<file path="config.mk">
export PLATFORM = sky130hd
export DESIGN_NAME = drive_ready_poller
export DESIGN_NICKNAME = d
export VERILOG_FILES = /design/src/rtl/drp_pkg.sv /design/src/rtl/drp_sync.sv /design/src/rtl/drp_scan.sv /design/src/rtl/drp_track.sv /design/src/rtl/drive_ready_poller.sv
export SDC_FILE = /design/constraint.sdc
export NUM_CORES = 1
export LEC_CHECK = 0
export BUFFER_PORTS_ARGS = -buffer_cell sky130_fd_sc_hd__buf_2
export CAP_MARGIN = 20
export CORE_ASPECT_RATIO = 0.7
export CORE_MARGIN = 2
export CORE_UTILIZATION = 50
export CTS_CLUSTER_SIZE = 30
export DETAILED_ROUTE_END_ITERATION = 16
export GPL_ROUTABILITY_DRIVEN = 0
export GPL_TIMING_DRIVEN = 0
export PLACE_DENSITY_LB_ADDON = 0.3
export SYNTH_ARGS = -nofsm -noshare
export SYNTH_HDL_FRONTEND = slang
export SYNTH_HIERARCHICAL = 1
export SYNTH_SLANG_ARGS = --single-unit
export TNS_END_PERCENT = 20
</file>
<file path="constraint.sdc">
create_clock -name clk -period 2.1 [get_ports clk]
set_input_delay 0.63 -clock clk [delete_from_list [all_inputs] [get_ports clk]]
set_output_delay 0.63 -clock clk [all_outputs]
set_load 0.02 [all_outputs]
</file>
<file path="src/rtl/drp_pkg.sv">
package drp_pkg;
   localparam logic [7:0] ST0_NONE = 8'h80;
   localparam logic [1:0] ST0_RDY_CHG = 2'b11;

   function automatic logic [7:0] st0_encode(input logic [1:0] drv, input logic not_rdy);
      logic [7:0] b;
      b = '0;
      b[7:6] = ST0_RDY_CHG;
      b[3] = not_rdy;
      b[1:0] = drv;
      return b;
   endfunction
endpackage

</file>
<file path="src/rtl/drp_sync.sv">
module drp_sync #(
   parameter int STAGES = 2
) (
   input  logic clk,
   input  logic rst_n,
   input  logic d,
   output logic q
);
   logic [STAGES-1:0] chain;

   generate
      if (STAGES < 2) begin : g_bad
         $error("drp_sync needs at least two stages");
      end
   endgenerate

   always_ff @(posedge clk or negedge rst_n) begin
      if (!rst_n) chain <= '0;
      else        chain <= {chain[STAGES-2:0], d};
   end

   assign q = chain[STAGES-1];
endmodule

</file>
<file path="src/rtl/drp_scan.sv">
module drp_scan #(
   parameter int NUM_DRIVES = 4,
   parameter int DWELL_W    = 8,
   parameter int MIN_DWELL  = 3,
   localparam int SEL_W     = $clog2(NUM_DRIVES)
) (
   input  logic               clk,
   input  logic               rst_n,
   input  logic               run,
   input  logic [DWELL_W-1:0] dwell_len,
   output logic [SEL_W-1:0]   sel,
   output logic               sample
);
   localparam logic [DWELL_W-1:0] MIN_D = DWELL_W'(MIN_DWELL);

   logic [DWELL_W-1:0] cnt;
   logic [DWELL_W-1:0] eff;
   logic               last;

   generate
      if (MIN_DWELL >= (1 << DWELL_W)) begin : g_bad
         $error("DWELL_W too narrow for minimum dwell");
      end
   endgenerate

   assign eff    = (dwell_len < MIN_D) ? MIN_D : dwell_len;
   assign last   = (cnt == eff - 1'b1);
   assign sample = run && last;

   always_ff @(posedge clk or negedge rst_n) begin
      if (!rst_n) begin
         cnt <= '0;
         sel <= '0;
      end else if (!run) begin
         cnt <= '0;
      end else if (last) begin
         cnt <= '0;
         sel <= sel + 1'b1;
      end else begin
         cnt <= cnt + 1'b1;
      end
   end
endmodule

</file>
<file path="src/rtl/drp_track.sv">
module drp_track
   import drp_pkg::*;
#(
   parameter int NUM_DRIVES = 4,
   localparam int SEL_W     = $clog2(NUM_DRIVES)
) (
   input  logic             clk,
   input  logic             rst_n,
   input  logic             cfg_done,
   input  logic             sample,
   input  logic [SEL_W-1:0] sel,
   input  logic             rdy_s,
   input  logic             sense_req,
   output logic             irq,
   output logic [7:0]       st0
);
   logic [NUM_DRIVES-1:0] lvl, based, pend, set_v, clr_v;
   logic [SEL_W-1:0]      pick;
   logic                  any;

   generate
      for (genvar i = 0; i < NUM_DRIVES; i++) begin : g_drv
         logic hit;
         assign hit      = sample && (sel == SEL_W'(i));
         assign set_v[i] = hit && based[i] && (rdy_s != lvl[i]);

         always_ff @(posedge clk or negedge rst_n) begin
            if (!rst_n) begin
               lvl[i]   <= 1'b0;
               based[i] <= 1'b0;
            end else if (!cfg_done) begin
               based[i] <= 1'b0;
            end else if (hit) begin
               lvl[i]   <= rdy_s;
               based[i] <= 1'b1;
            end
         end
      end
   endgenerate

   always_comb begin
      pick = '0;
      any  = 1'b0;
      for (int k = NUM_DRIVES - 1; k >= 0; k--) begin
         if (pend[k]) begin
            pick = SEL_W'(k);
            any  = 1'b1;
         end
      end
   end

   always_comb begin
      clr_v = '0;
      if (sense_req && any) clr_v[pick] = 1'b1;
   end

   always_ff @(posedge clk or negedge rst_n) begin
      if (!rst_n) begin
         pend <= '0;
         st0  <= '0;
      end else begin
         pend <= (pend & ~clr_v) | set_v;
         if (sense_req) st0 <= any ? st0_encode(2'(pick), ~lvl[pick]) : ST0_NONE;
      end
   end

   assign irq = |pend;
endmodule

</file>
<file path="src/rtl/drive_ready_poller.sv">
module drive_ready_poller #(
   parameter int NUM_DRIVES  = 4,
   parameter int DWELL_W     = 8,
   parameter int SYNC_STAGES = 2
) (
   input  logic                          clk,
   input  logic                          rst_n,
   input  logic                          cfg_done,
   input  logic                          idle,
   input  logic [DWELL_W-1:0]            dwell_len,
   input  logic                          rdy_in,
   input  logic                          sense_req,
   output logic [$clog2(NUM_DRIVES)-1:0] drv_sel,
   output logic                          irq,
   output logic [7:0]                    st0
);
   localparam int SEL_W     = $clog2(NUM_DRIVES);
   localparam int MIN_DWELL = SYNC_STAGES + 1;

   logic rdy_s, sample, run;

   generate
      if (NUM_DRIVES < 2 || NUM_DRIVES > 4 || (1 << SEL_W) != NUM_DRIVES) begin : g_bad
         $error("NUM_DRIVES must be 2 or 4 to fit the status drive field");
      end
   endgenerate

   assign run = cfg_done && idle;

   drp_sync #(.STAGES(SYNC_STAGES)) u_sync (
      .clk(clk), .rst_n(rst_n), .d(rdy_in), .q(rdy_s)
   );

   drp_scan #(.NUM_DRIVES(NUM_DRIVES), .DWELL_W(DWELL_W), .MIN_DWELL(MIN_DWELL)) u_scan (
      .clk(clk), .rst_n(rst_n), .run(run), .dwell_len(dwell_len),
      .sel(drv_sel), .sample(sample)
   );

   drp_track #(.NUM_DRIVES(NUM_DRIVES)) u_track (
      .clk(clk), .rst_n(rst_n), .cfg_done(cfg_done), .sample(sample), .sel(drv_sel),
      .rdy_s(rdy_s), .sense_req(sense_req), .irq(irq), .st0(st0)
   );
endmodule

</file>
==> insert_results.sql <==
INSERT INTO impl_metrics (metric_group, metric, value, unit) VALUES
('logic_synthesis', 'synthesized_cell_area', '0.00155', 'mm²'),
('sta', 'timing.setup.tns', '-14.49', 'ns'),
('pwr', 'p_leak', '0.960', 'nW'),
('cells_and_area', 'postLayoutCoreUtil', '0.684', ''),
('floorplanning', 'initial_core_util', '0.540', ''),
('cells_and_area', 'postLayoutCellArea', '0.00196', 'mm²'),
('cells_and_area', 'synthToLayoutAreaGrowth', '26.7', '%'),
('cts', 'cts-root-to-sink-buffers', '2', ''),
('routing', 'drt-wirelength-per-cell', '15.5', 'µm'),
('sta', 'maxSlewViolCount', '0', ''),
('global_routing', 'grt.overflow.total', '0', ''),
('sta', 'skew', '0.00499', 'ns'),
('cts', 'cts_tree', 'yes', ''),
('logic_synthesis', 'ys_seq_area_frac', '0.469', ''),
('cts', 'cts-hold-fix-buffers', '0', ''),
('sta', 'clock.fmax', '338', 'MHz'),
('floorplanning', 'site_rows', '16', ''),
('floorplanning', 'ios', '25', ''),
('floorplanning', 'design.die.area', '0.00356', 'mm²'),
('sta', 'relSlewSlack', '0.573', ''),
('global_routing', 'grt_pass1_vias', '1223', ''),
('placed_design', 'dpl_worst_slack', '-1.38', 'ns'),
('sta', 'worst-slew-pin-transition', '0.641', 'ns'),
('logic_synthesis', 'yosysUniqueCellTypes', '38', ''),
('floorplanning', 'die_y', '50.5', 'µm'),
('outcome', 'failed_checks', 'setup timing', ''),
('critical_path', 'cp.arrival', '3.12', 'ns'),
('cts', 'clockRootBuffer', 'clkbuf_8', ''),
('cells_and_area', 'most-common-layout-cells', 'dfrtp_1, buf_2, buf_4', ''),
('global_routing', 'grt_pass1_wl', '5740', 'µm'),
('global_routing', 'grt_start_max_net_pins', '30', ''),
('global_routing', 'antenna_found_initial', '0', ''),
('logic_synthesis', 'netlist_instances', '145', ''),
('critical_path', 'crit_fanout', '3', ''),
('cts', 'cts.sink_count', '29', ''),
('cts', 'cts_inserted_buffers', '5', ''),
('outcome', 'status', 'complete, but fails checks', ''),
('sta', 'fin_crit', '2.96', 'ns'),
('routing', 'drt_iter0_drc', '56', ''),
('cells_and_area', 'antenna-diode-count', '0', ''),
('run', 'max-cap-violations', '0', ''),
('cells_and_area', 'finalNetCount', '202', ''),
('cells_and_area', 'layout-drive-gt1-share', '0.371', ''),
('placed_design', 'place_area', '0.00174', 'mm²'),
('routing', 'drtAntennaViolNets', '0', ''),
('sta', 'setup_ws', '-0.858', 'ns'),
('worst_hold_path', 'timing.hold.worst.class', 'reg -> reg', ''),
('routing', 'detail_route.wirelength', '3440', 'µm'),
('floorplanning', 'core_area', '0.00286', 'mm²'),
('critical_path', 'cp-start-kind', 'input port', ''),
('critical_path', 'required_arrival_time_at_the_worst_endpoint', '2.27', 'ns'),
('routing', 'drcViolationCount', '0', ''),
('routing', 'via_count', '1171', ''),
('floorplanning', 'fp.dieW', '70.5', 'µm'),
('cts', 'clk_pin_slew', '0.06', 'ns'),
('cells_and_area', 'mostFrequentLayoutCell', 'dfrtp_1', ''),
('routing', 'vias_per_cell', '5.27', ''),
('sta', 'final-setup-viol-count', '22', ''),
('critical_path', 'worst_setup_path_end_kind', 'flop', ''),
('cts', 'htree_levels', '2', ''),
('pwr', 'worst_ir_drop_vdd', '0.397', 'mV'),
('critical_path', 'timing_worst_setup_path_type', 'in -> reg', ''),
('logic_synthesis', 'post_synth.cell_area_avg', '10.7', 'µm²'),
('sta', 'final_min_period_over_clock_period', '1.41', ''),
('logic_synthesis', 'ys_ff_latch', '29', ''),
('logic_synthesis', 'synth_warnings', '6', ''),
('placed_design', 'buffer_ports.inserted', '20', ''),
('pwr', 'pwr_density_cell', '601', 'mW/mm²'),
('routing', 'drt-pass1-iter-count', '4', ''),
('cells_and_area', 'layout.filler_cells', '207', ''),
('global_routing', 'grt.total_usage', '0.220', ''),
('sta', 'unrepaired_setup_endpoints_after_global_routing', 'true', ''),
('placed_design', 'post-dp-hpwl', '2400', 'µm'),
('cts', 'clk_latency', '0.28', 'ns'),
('sta', 'final_hold_viol_count', '0', '');
critical path, stage by stage:
cell and delay (ns):
buf_8 0.10, nor4_4 0.35, a21oi_2 0.11, ha_2 0.21, nor3b_4 0.16, nand2_1 0.09, xnor2_1 0.07, or4_4 0.56
nor3_4 0.14, nor3b_4 0.29, nand2_1 0.10, mux2_4 0.31
state kept, by name (all words and copies together), names as in the netlist:
signal and flops:
u_scan/sel 2, u_track/based 4, u_scan/cnt 8, u_track/pend 4, u_track/lvl 4, u_sync/chain 2, u_track/st0 5
path summary, 6_finish.rpt:
| check | start | to | slack, ns | cells after the start |
|---|---|---|---|---|
| worst max-delay path | dwell_len[6] | u_track/lvl[0] | -0.86 | 12 |
| worst min-delay path | u_sync/chain[0] | u_sync/chain[1] | 0.35 | 0 |
| worst max register to register | u_scan/cnt[6] | u_track/lvl[0] | -0.14 | 7 |
| worst min register to register | u_sync/chain[0] | u_sync/chain[1] | 0.35 | 0 |
| max in group asynchronous | rst_n | u_track/st0[7] | 1.31 | 1 |
| min in group asynchronous | rst_n | u_scan/sel[0] | 0.37 | 1 |
cell type report:
cell class                 count  area (µm²)  area share
inverter                       5        18.8     0.00958
multi-input combinational    107         818       0.418
timing repair buffer          32         225       0.115
tap                           36        45.0      0.0230
buffer                         6        40.0      0.0204
clock buffer                   7        86.3      0.0441
sequential                    29         726       0.370
cell usage after synthesis (all sizes together):
cell type  count  area, µm²
a21oi          3       15.0
a31oi          2       12.5
a32o           2       20.0
and2           1       6.26
and3           3       20.0
and3b          2       20.0
buf            6       40.0
conb           1       3.75
dfrtp         29        726
ha             2       25.0
inv            5       18.8
mux2           5       71.3
nand2          9       33.8
nand2b         1       6.26
nand3          8       40.0
nand4          1       12.5
nor2          14       52.6
nor2b          2       12.5
nor3           4       36.3
nor3b          3       32.5
nor4           2       12.5
o21a           4       30.0
o21ai          6       33.8
o22ai          1       6.26
o31ai          1       7.51
o41ai          1       16.3
or2            1       6.26
or4            2       18.8
xnor2         10       87.6
xor2          14        123
kinds of logic after synthesis:
logic type / synth area share
AO/OA/AOI/OAI: 0.0914
XOR/XNOR: 0.136
adder cells (fa/ha/maj): 0.0162
buffers and inverters: 0.0380
flip-flops: 0.469
multiplexers: 0.0461
other: 0.00242
AND/OR/NAND/NOR: 0.201
what timing repair did:
| action | 4_1_cts | 5_1_grt |
|---|---|---|
| setup endpoints to repair | 22 | 22 |
| cloned | 0 | 0 |
| pin swaps | 10 | 9 |
| endpoints found under the hold margin | 0 | 0 |
| buffers inserted | 8 | 4 |
| resized for setup | 7 | 8 |
power by group:
group          total [mW]  switching [mW]  internal, mW
registers           0.578         0.00990         0.568
logic               0.138          0.0779        0.0601
clock network       0.461           0.202         0.259
routing by layer:
| metal | vias up | share of wire | track usage |
|---|---|---|---|
| met2 | 34 | 0.47 | 0.341 |
| met3 | 9 | 0.057 | 0.0904 |
| li1 | 572 | - | - |
| met4 | 0 | 0.028 | 0.106 |
| met1 | 556 | 0.45 | 0.267 |
| met5 | - | 0 | 0 |
through the flow:
stage / std cells / hold slack (ns) / power (mW)
2_1_floorplan: 147 / 0.331 / 0.658
3_3_place_gp: 203 / 0.337 / 0.701
3_5_place_dp: 203 / 0.340 / 0.708
4_1_cts: 218 / 0.354 / 1.18
5_1_grt: 222 / 0.368 / 1.24
6_report: 222 / 0.350 / 1.18
(Power assumes the default switching activity.)
